## src/rtl/sdt_pkg.sv

```systemverilog
// Package: shared types for the shared-divider timer.
// Assumes an 8-bit mode register whose bit positions are fixed by software.
package sdt_pkg;

    localparam int TMR_W  = 8;          // timer width
    localparam int RATE_W = 3;          // rate field width
    localparam int DIV_W  = 2**RATE_W;  // divider counter width (max 1:256)

    // Mode register layout, MSB first; bit positions are software-visible.
    typedef struct packed {
        logic              pull_off;   // [7] stored only
        logic              irq_rise;   // [6] stored only
        logic              src_ext;    // [5] 1 = external pin
        logic              src_fall;   // [4] 1 = count falling edges
        logic              to_wdt;     // [3] 1 = divider on watchdog
        logic [RATE_W-1:0] rate;       // [2:0] rate select
    } mode_t;

    localparam logic [TMR_W-1:0] MODE_RST = 8'hFF;

endpackage

```

## src/rtl/sdt_edge_sync.sv

```systemverilog
// Module: synchronizes the asynchronous external clock pin and turns the
// selected transition into a single-cycle enable.
// Assumes the pin stays at each level for more than STAGES+1 clock cycles.
module sdt_edge_sync #(
    parameter int STAGES = 2
) (
    input  logic clk,
    input  logic rst_n,
    input  logic pin,
    input  logic fall_sel,
    output logic edge_tick
);

    logic [STAGES:0] shr;
    logic            synced;
    logic            prior;
    logic            rise;
    logic            fall;

    // Purpose: shift the pin through the synchronizer and one history flop.
    always_ff @(posedge clk) begin
        if (!rst_n) shr <= '0;
        else        shr <= {shr[STAGES-1:0], pin};
    end

    // Purpose: detect transitions between the synchronized and history bits.
    always_comb begin
        synced    = shr[STAGES-1];
        prior     = shr[STAGES];
        rise      = synced & ~prior;
        fall      = ~synced & prior;
        edge_tick = fall_sel ? fall : rise;
    end

    // a detected edge never lasts two cycles
    a_r4_single_edge: assert property (@(posedge clk) disable iff (!rst_n)
        (rise | fall) |=> !(rise | fall) || (synced != $past(synced)));

endmodule

```

## src/rtl/sdt_prescaler.sv

```systemverilog
// Module: the shared divider. It counts the ticks of whichever consumer
// owns it and divides them by the rate table of that consumer. The other
// consumer's ticks pass straight through.
// Assumes the clear has priority over an advance in the same cycle.
module sdt_prescaler #(
    parameter int RATE_W = 3,
    parameter int DIV_W  = 8
) (
    input  logic              clk,
    input  logic              rst_n,
    input  logic              clr,
    input  logic              to_wdt,
    input  logic [RATE_W-1:0] rate,
    input  logic              src_tick,
    input  logic              wdt_base,
    output logic              tmr_tick,
    output logic              wdt_tick
);

    localparam logic [DIV_W:0] ONE = {{DIV_W{1'b0}}, 1'b1};

    logic [DIV_W-1:0] div_cnt;
    logic [RATE_W:0]  tmr_shift;
    logic [DIV_W:0]   tmr_mask;
    logic [DIV_W:0]   wdt_mask;
    logic             tmr_full;
    logic             wdt_full;
    logic             advance;

    // Purpose: build the masks for both rate tables and test for a full period.
    always_comb begin
        tmr_shift = {1'b0, rate} + {{RATE_W{1'b0}}, 1'b1};
        tmr_mask  = (ONE << tmr_shift) - ONE;
        wdt_mask  = (ONE << rate) - ONE;
        tmr_full  = &(div_cnt | ~tmr_mask[DIV_W-1:0]);
        wdt_full  = &(div_cnt | ~wdt_mask[DIV_W-1:0]);
        advance   = to_wdt ? wdt_base : src_tick;
        tmr_tick  = to_wdt ? src_tick : (src_tick & tmr_full);
        wdt_tick  = to_wdt ? (wdt_base & wdt_full) : wdt_base;
    end

    // Purpose: run the partial count; a clear restarts the period.
    always_ff @(posedge clk) begin
        if (!rst_n)       div_cnt <= '0;
        else if (clr)     div_cnt <= '0;
        else if (advance) div_cnt <= div_cnt + {{(DIV_W-1){1'b0}}, 1'b1};
    end

    // a clear always empties the partial count
    a_r7_clear_empties: assert property (@(posedge clk) disable iff (!rst_n)
        clr |=> (div_cnt == '0));

    // while the watchdog owns the divider, its ticks never exceed its base
    a_r3_wdt_subset: assert property (@(posedge clk) disable iff (!rst_n)
        (to_wdt && wdt_tick) |-> wdt_base);

endmodule

```

## src/rtl/sdt_counter.sv

```systemverilog
// Module: the 8-bit count register with the wrap pulse and the sticky flag.
// Assumes a software load has priority over an advance in the same cycle.
module sdt_counter #(
    parameter int TMR_W = 8
) (
    input  logic             clk,
    input  logic             rst_n,
    input  logic             tick,
    input  logic             load,
    input  logic [TMR_W-1:0] load_val,
    input  logic             flag_clr,
    output logic [TMR_W-1:0] count,
    output logic             ovf_pulse,
    output logic             ovf_flag
);

    logic wrap;

    // Purpose: detect an advance from the top value.
    always_comb wrap = tick && !load && (&count);

    // Purpose: load or advance the count.
    always_ff @(posedge clk) begin
        if (!rst_n)    count <= '0;
        else if (load) count <= load_val;
        else if (tick) count <= count + {{(TMR_W-1){1'b0}}, 1'b1};
    end

    // Purpose: register the one-cycle wrap pulse.
    always_ff @(posedge clk) begin
        if (!rst_n) ovf_pulse <= 1'b0;
        else        ovf_pulse <= wrap;
    end

    // Purpose: hold the sticky flag; a new wrap wins over a clear.
    always_ff @(posedge clk) begin
        if (!rst_n)        ovf_flag <= 1'b0;
        else if (wrap)     ovf_flag <= 1'b1;
        else if (flag_clr) ovf_flag <= 1'b0;
    end

    // every advance adds exactly one
    a_r2_step_one: assert property (@(posedge clk) disable iff (!rst_n)
        (tick && !load) |=> (count == $past(count) + {{(TMR_W-1){1'b0}}, 1'b1}));

    // without an advance or a load, the count holds
    a_r2_hold: assert property (@(posedge clk) disable iff (!rst_n)
        (!tick && !load) |=> $stable(count));

    // a wrap pulse goes with a zero count and a set flag
    a_r6_pulse_zero: assert property (@(posedge clk) disable iff (!rst_n)
        ovf_pulse |-> (count == '0) && ovf_flag);

    // the flag drops only on a clear
    a_r6_flag_sticky: assert property (@(posedge clk) disable iff (!rst_n)
        (ovf_flag && !flag_clr) |=> ovf_flag);

endmodule

```

## src/rtl/shared_div_timer.sv

```systemverilog
// Module: top of the timer with a shared assignable divider. It holds the
// mode register, picks the timer source and produces the divider clear.
// Assumes reg_rdata is read combinationally and a write lands at the next edge.
module shared_div_timer
    import sdt_pkg::*;
#(
    parameter int SYNC_STAGES = 2
) (
    input  logic             clk,
    input  logic             rst_n,
    input  logic             reg_wr,
    input  logic             reg_sel,
    input  logic [TMR_W-1:0] reg_wdata,
    output logic [TMR_W-1:0] reg_rdata,
    input  logic             cyc_tick,
    input  logic             ext_clk,
    input  logic             wdt_base_tick,
    input  logic             flag_clr,
    output logic             wdt_tick,
    output logic             ovf_pulse,
    output logic             ovf_flag
);

    mode_t            mode;
    mode_t            wmode;
    logic [TMR_W-1:0] count;
    logic             ext_tick;
    logic             src_tick;
    logic             tmr_tick;
    logic             cnt_load;
    logic             div_clr;

    // Purpose: hold the mode register.
    always_ff @(posedge clk) begin
        if (!rst_n)                mode <= mode_t'(MODE_RST);
        else if (reg_wr && reg_sel) mode <= mode_t'(reg_wdata);
    end

    // Purpose: decode writes, the divider clear, the source and the read mux.
    always_comb begin
        wmode     = mode_t'(reg_wdata);
        cnt_load  = reg_wr && !reg_sel;
        div_clr   = cnt_load || (reg_wr && reg_sel && (wmode.to_wdt != mode.to_wdt));
        src_tick  = mode.src_ext ? ext_tick : cyc_tick;
        reg_rdata = reg_sel ? mode : count;
    end

    sdt_edge_sync #(.STAGES(SYNC_STAGES)) u_sync (
        .clk       (clk),
        .rst_n     (rst_n),
        .pin       (ext_clk),
        .fall_sel  (mode.src_fall),
        .edge_tick (ext_tick)
    );

    sdt_prescaler #(.RATE_W(RATE_W), .DIV_W(DIV_W)) u_div (
        .clk      (clk),
        .rst_n    (rst_n),
        .clr      (div_clr),
        .to_wdt   (mode.to_wdt),
        .rate     (mode.rate),
        .src_tick (src_tick),
        .wdt_base (wdt_base_tick),
        .tmr_tick (tmr_tick),
        .wdt_tick (wdt_tick)
    );

    sdt_counter #(.TMR_W(TMR_W)) u_cnt (
        .clk       (clk),
        .rst_n     (rst_n),
        .tick      (tmr_tick),
        .load      (cnt_load),
        .load_val  (reg_wdata),
        .flag_clr  (flag_clr),
        .count     (count),
        .ovf_pulse (ovf_pulse),
        .ovf_flag  (ovf_flag)
    );

    // internal ticks never reach the timer while the external pin is the source
    a_r4_ext_only: assert property (@(posedge clk) disable iff (!rst_n)
        (mode.src_ext && !ext_tick) |-> !tmr_tick);

endmodule

```

## config.mk

```make
export PLATFORM = sky130hd
export DESIGN_NAME = shared_div_timer
export DESIGN_NICKNAME = d
export VERILOG_FILES = /design/src/rtl/sdt_pkg.sv /design/src/rtl/sdt_edge_sync.sv /design/src/rtl/sdt_prescaler.sv /design/src/rtl/sdt_counter.sv /design/src/rtl/shared_div_timer.sv
export SDC_FILE = /design/constraint.sdc
export NUM_CORES = 1
export LEC_CHECK = 0
export BUFFER_PORTS_ARGS = -buffer_cell sky130_fd_sc_hd__buf_2
export CAP_MARGIN = 15
export CORE_ASPECT_RATIO = 0.5
export CORE_MARGIN = 5
export CORE_UTILIZATION = 50
export CTS_CLUSTER_DIAMETER = 120
export DETAILED_ROUTE_END_ITERATION = 10
export PLACE_DENSITY = 0.85
export SYNTH_ARGS = -nofsm -noshare
export SYNTH_HDL_FRONTEND = slang
export SYNTH_SLANG_ARGS = --single-unit
```

## constraint.sdc

```tcl
create_clock -name clk -period 2.2 [get_ports clk]
set_input_delay 0.22 -clock clk [delete_from_list [all_inputs] [get_ports clk]]
set_output_delay 0.22 -clock clk [all_outputs]
set_load 0.02 [all_outputs]
```

## Yosys cells after proc, flatten, opt, wreduce, memory -nomap -nowiden

Cells that the tools add are included.

| cells by class | value |
|---|---|
| multiplexer cells | 10 |
| shifts and indexed selects | 2 |
| $add $sub $neg | 5 |
| equality and inequality tests | 1 |
| bitwise gates (word level) | 11 |
| reduce and logical (&&, ||, !) cells | 14 |

Operator list:

| operator | number |
|---|---|
| 8-bit two-way mux | 3 |
| 8-bit AND reduction | 3 |
| 8-bit by 1-bit adder with 8-bit output (second input constant) | 2 |
| 8-bit NOT | 2 |
| 8-bit bitwise OR | 2 |
| 8-bit by 1-bit subtractor with 8-bit output (second input constant) | 2 |
| 1-bit by 3-bit << shifter with 8-bit output (first input constant) | 1 |
| 1-bit by 4-bit << shifter with 8-bit output (first input constant) | 1 |
| 1-bit two-way mux | 7 |
| 1-bit logical AND | 5 |
| 3-bit by 1-bit adder with 4-bit output (second input constant) | 1 |
| 1-bit AND | 4 |
| 2-bit nonzero test | 2 |
| 1-bit NOT | 3 |
| 1-bit zero test | 2 |
| 2-bit OR reduction | 1 |
| 1-bit logical OR | 1 |
| 1-bit != test | 1 |

| storage, ports and cells | value |
|---|---|
| output and inout port bits | 11 |
| word-level logic and storage cells | 54 |
| input bits | 16 |
| register bits | 29 |

## Longest topological paths before layout

| logic depth | value |
|---|---|
| depth in word-level cells | 11 |
| mapped depth | 11 |
| depth with buffers taken out | 9 |

## Hierarchy

Synthesis repeated with hierarchy kept, for this count alone.

| second synthesis, totals | value |
|---|---|
| cells, all modules | 220 |
| area, all modules | 1880.6 µm² |

Modules (own cells, without submodules):

| module | cells an instance | instances | area each (µm²) | sequential area each (µm²) |
|---|---|---|---|---|
| sdt_prescaler | 106 | 1 | 803.3 | 160.2 |
| sdt_counter | 58 | 1 | 515.5 | 200.2 |
| shared_div_timer | 47 | 1 | 460.4 | 160.2 |
| sdt_edge_sync | 9 | 1 | 101.3 | 60.1 |

## Least setup slack after synthesis

Ideal clock, no wire load.

| path | value |
|---|---|
| kind | reg2reg |
| from | register mode[1] in the netlist's numbering |
| to | register u_cnt.count[3] |
| setup time | 0.074 ns |
| required time | 2.126 ns |
| stages on the path, launching flop included | 11 |
| path buffers | 1 |
| data arrival time | 2.208 ns |
| clock period less this slack | 2.282 ns |
| slack | -0.082 ns |
| path through | dfxtp_1 buf_2 nand2_1 inv_1 ha_1 nor2b_2 mux2i_1 a22oi_2 a41oi_2 or4_1 a31oi_1 |

| on the way | value |
|---|---|
| longest elaborated chain between the ends | 9 |

Ends and longest elaborated chain:

| element | RTL line | RTL |
|---|---|---|
| start: declaration | shared_div_timer.sv:24 | `mode_t mode;` |
| start signal: assignment | shared_div_timer.sv:35 | `if (!rst_n) mode <= mode_t'(MODE_RST);` |
| start signal: assignment | shared_div_timer.sv:36 | `else if (reg_wr && reg_sel) mode <= mode_t'(reg_wdata);` |
| 3-bit by 1-bit adder with 4-bit output | sdt_prescaler.sv:32 | `tmr_shift = {1'b0, rate} + {{RATE_W{1'b0}}, 1'b1};` |
| 1-bit by 4-bit << shifter with 8-bit output | sdt_prescaler.sv:33 | `tmr_mask = (ONE << tmr_shift) - ONE;` |
| 8-bit by 1-bit subtractor with 8-bit output | sdt_prescaler.sv:33 |  |
| 8-bit NOT | sdt_prescaler.sv:35 | `tmr_full = &(div_cnt \| ~tmr_mask[DIV_W-1:0]);` |
| 8-bit bitwise OR | sdt_prescaler.sv:35 |  |
| 8-bit AND reduction | sdt_prescaler.sv:35 |  |
| 1-bit AND | sdt_prescaler.sv:38 | `tmr_tick = to_wdt ? src_tick : (src_tick & tmr_full);` |
| 1-bit two-way mux | sdt_prescaler.sv:38 |  |
| 2-bit nonzero test (no source line) | -- |  |
| end signal: assignment | sdt_counter.sv:25 | `else if (load) count <= load_val;` |
| end signal: assignment | sdt_counter.sv:26 | `else if (tick) count <= count + {{(TMR_W-1){1'b0}}, 1'b1};` |
| end: declaration | sdt_counter.sv:12 | `output logic [TMR_W-1:0] count,` |

No other way between the ends.
A chain may end at the register's enable or synchronous reset.

## Worst setup path in the final report

Ends and elaborated chain as after synthesis.

==> metrics.cfg <==
[layout]
drive_gt1_share_pct = 31.0
syn2layout_area_growth_pct = 23.9
multiInputGateArea_mm2 = 0.00109
nNetsFinal = 262
register_area_um2 = 584
final_util_pct = 66.6
fill_cells = 233
diodes = 0

[job]
max_cap_violations = 0

[place]
gp_congestion = 0.921
dp_hpwl_mm = 3.03
io_buffers = 26
post-place-ws_ns = -0.0977

[synth]
synth_nets = 227
yosysTopAreaCell = dfxtp_1
ys_seq_elements = 29
netlist_instances = 206
netlist_area_mm2 = 0.00167
synth_top_area_share_pct = 34.8
synth-async-reset-ratio_pct = 0
synth_edf_count = 0
avgSynthCellArea_um2 = 8.10
synth_area_leaders = dfxtp_1 35%, nand2_1 6.3%, mux2_2 5.4%
synthFlopType = dfxtp_1
synth_cell_types = 47
seq_area_frac_synth_pct = 34.8
yosys_warnings = 0

[timing]
hold_viol = 0
fin_skew_ns = 0.00805
worstMarginPinSlew_ns = 0.571
rsz0062_at_grt = yes
fmax_mhz = 456
drv_slew = 0
worst_slack_ns = 0.00782
timing.final.crit_share_pct = 99.6
setup_viol = 0
relSlewSlack_pct = 61.9
period_needed_ns = 2.19

[grt]
grt_start_max_net_pins = 23
grt_pass1_wl_mm = 7.49
grt_pass1_vias = 1596
antenna_found_initial = 0
grtUsageTotal_pct = 20.2
grt_overflow_total = 0

[pwr]
power_density_mw_per_mm2 = 633
leakagePower_nw = 0.810
worst_ir_drop_vdd_uv = 503
p_total_w = 0.00131

[clock_tree]
cts_buffer_depth = 2
cts_hold_buf = 0
cts_tree = built
htree_levels = 2
cts_num_sinks = 29
cts_root_buf = clkbuf_8
cts_buffers = 5
clkTransAtPathRegs_ns = 0.07
insertion_delay_ns = 0.29

[route]
vias = 1683
antenna_left = 0
drt_wl_total_mm = 4.47
detail_route.first_pass.iterations = 4
drtIter0Drc = 150
viasPerCell = 5.97
wire_per_inst_um = 15.9
route.detailed.drc = 0

[floorplan]
rows = 14
ios = 27
initial_utilization_pct = 53.8
die-area_mm2 = 0.00466
dieHeight_um = 50.8
coreArea_mm2 = 0.00310
die_w_um = 91.7

[worst_setup_path]
startpoint_type = flip-flop
cp_data_arrival_time_ns = 2.41
cp_max_fo = 5
critical_path_class = reg2reg
worstPathRequired_ns = 2.42
end_kind = flip-flop

[hold_path]
hp-class = in2reg

[status]
outcome = completed

[per-layer routing]
layer  wire length [um]  global-route usage (%)
met1               1920                    25.4
met2               2130                    33.6
met3                299                    4.55
met4                124                    9.50
met5                  0                       0
[cells in the mapped netlist, drive strengths merged, types with 3 or more instances]
library cell / count
a21boi: 3
nor2: 16
or3: 4
mux2: 8
nand3: 12
xnor2: 4
buf: 3
o211ai: 3
inv: 5
dfxtp: 29
o31ai: 4
nand4: 6
a21oi: 3
and2: 4
or4: 3
clkbuf: 9
ha: 5
a31oi: 10
nand2: 28
o21ai: 19
xor2: 6
[worst max-delay path: stages (launching register included)]
cell,delay [ns]
dfxtp_2,0.32
nand2_2,0.10
inv_4,0.06
ha_4,0.24
nor2b_4,0.13
mux2i_2,0.14
a22oi_2,0.25
a41oi_4,0.19
or4_1,0.50
a31oi_1,0.17
[cells in the final DEF, fill, tap and decap left out, types with 3 or more instances in the layout]
cell / instances
clkbuf_8: 5
a21oi_1: 3
mux2_2: 8
nand4_1: 6
and2_1: 4
o211ai_1: 3
a31oi_1: 9
nand2_1: 27
dfxtp_2: 3
nor2_1: 15
xnor2_1: 4
dfxtp_1: 26
o21ai_0: 16
buf_4: 12
or4_1: 3
ha_1: 3
inv_1: 3
o31ai_1: 3
nand3_1: 12
or3_1: 4
buf_2: 26
xor2_1: 6
[logic make-up after synthesis]
logic type,synth area share [%]
simple gates,25.5
compound gates,19.7
mux,6.60
fa+ha+maj,3.75
xor+xnor,5.25
buf+inv,4.43
flops,34.8
[stage by stage]
step,hold slack [ns],area [um2],setup TNS [ns],cells
CTS,0.137,2050,0,281
detailed placement,0.427,1880,-0.472,270
global placement,0.418,1880,0,270
finish,0.138,2070,0,282
global route,0.145,2070,-0.107,282
floorplan,0.344,1680,0,206
[repair_timing]
item,in CTS,in global routing
resized for setup,13,2
pin swaps,6,5
gates cloned,1,0
setup endpoints to repair,8,9
buffers inserted,2,1
hold endpoints to repair,0,0
[flip-flops by register name, summed over array words and instances (netlist names)]
register,flops
mode,8
u_cnt.count,8
u_cnt.ovf_flag,1
u_cnt.ovf_pulse,1
u_div.div_cnt,8
u_sync.shr,3
[worst paths after layout]
| kind | startpoint | end | slack [ns] | cells past startpoint |
|---|---|---|---|---|
| worst min register to register | u_sync.shr[0]$_SDFF_PN0_ | u_sync.shr[1]$_SDFF_PN0_ | 0.45 | 1 |
| worst max-delay path | mode[1]$_SDFFE_PN1P_ | u_cnt.count[3]$_SDFFE_PN0P_ | 0.008 | 9 |
| worst max register to register | mode[1]$_SDFFE_PN1P_ | u_cnt.count[3]$_SDFFE_PN0P_ | 0.008 | 9 |
| worst min-delay path | ext_clk | u_sync.shr[0]$_SDFF_PN0_ | 0.14 | 2 |
[cell type report]
class                           count  share of cell area (%)
Clock buffer                        5                    3.33
Sequential cell                    29                    28.3
Inverter                            5                    1.03
Tap cell                           40                    2.42
Clock inverter                      3                   0.848
Timing Repair Buffer               39                    11.2
Multi-Input combinational cell    161                    52.9
[power by group]
| part | internal, W | switching [W] | leakage [nW] | total, W |
|---|---|---|---|---|
| combinational | 0.000122 | 0.000161 | 0.529 | 0.000283 |
| sequential | 0.000551 | 0.0000292 | 0.237 | 0.000580 |
| clock | 0.000218 | 0.000227 | 0.0439 | 0.000445 |
No activity file was read; power rests on OpenSTA's default activity.
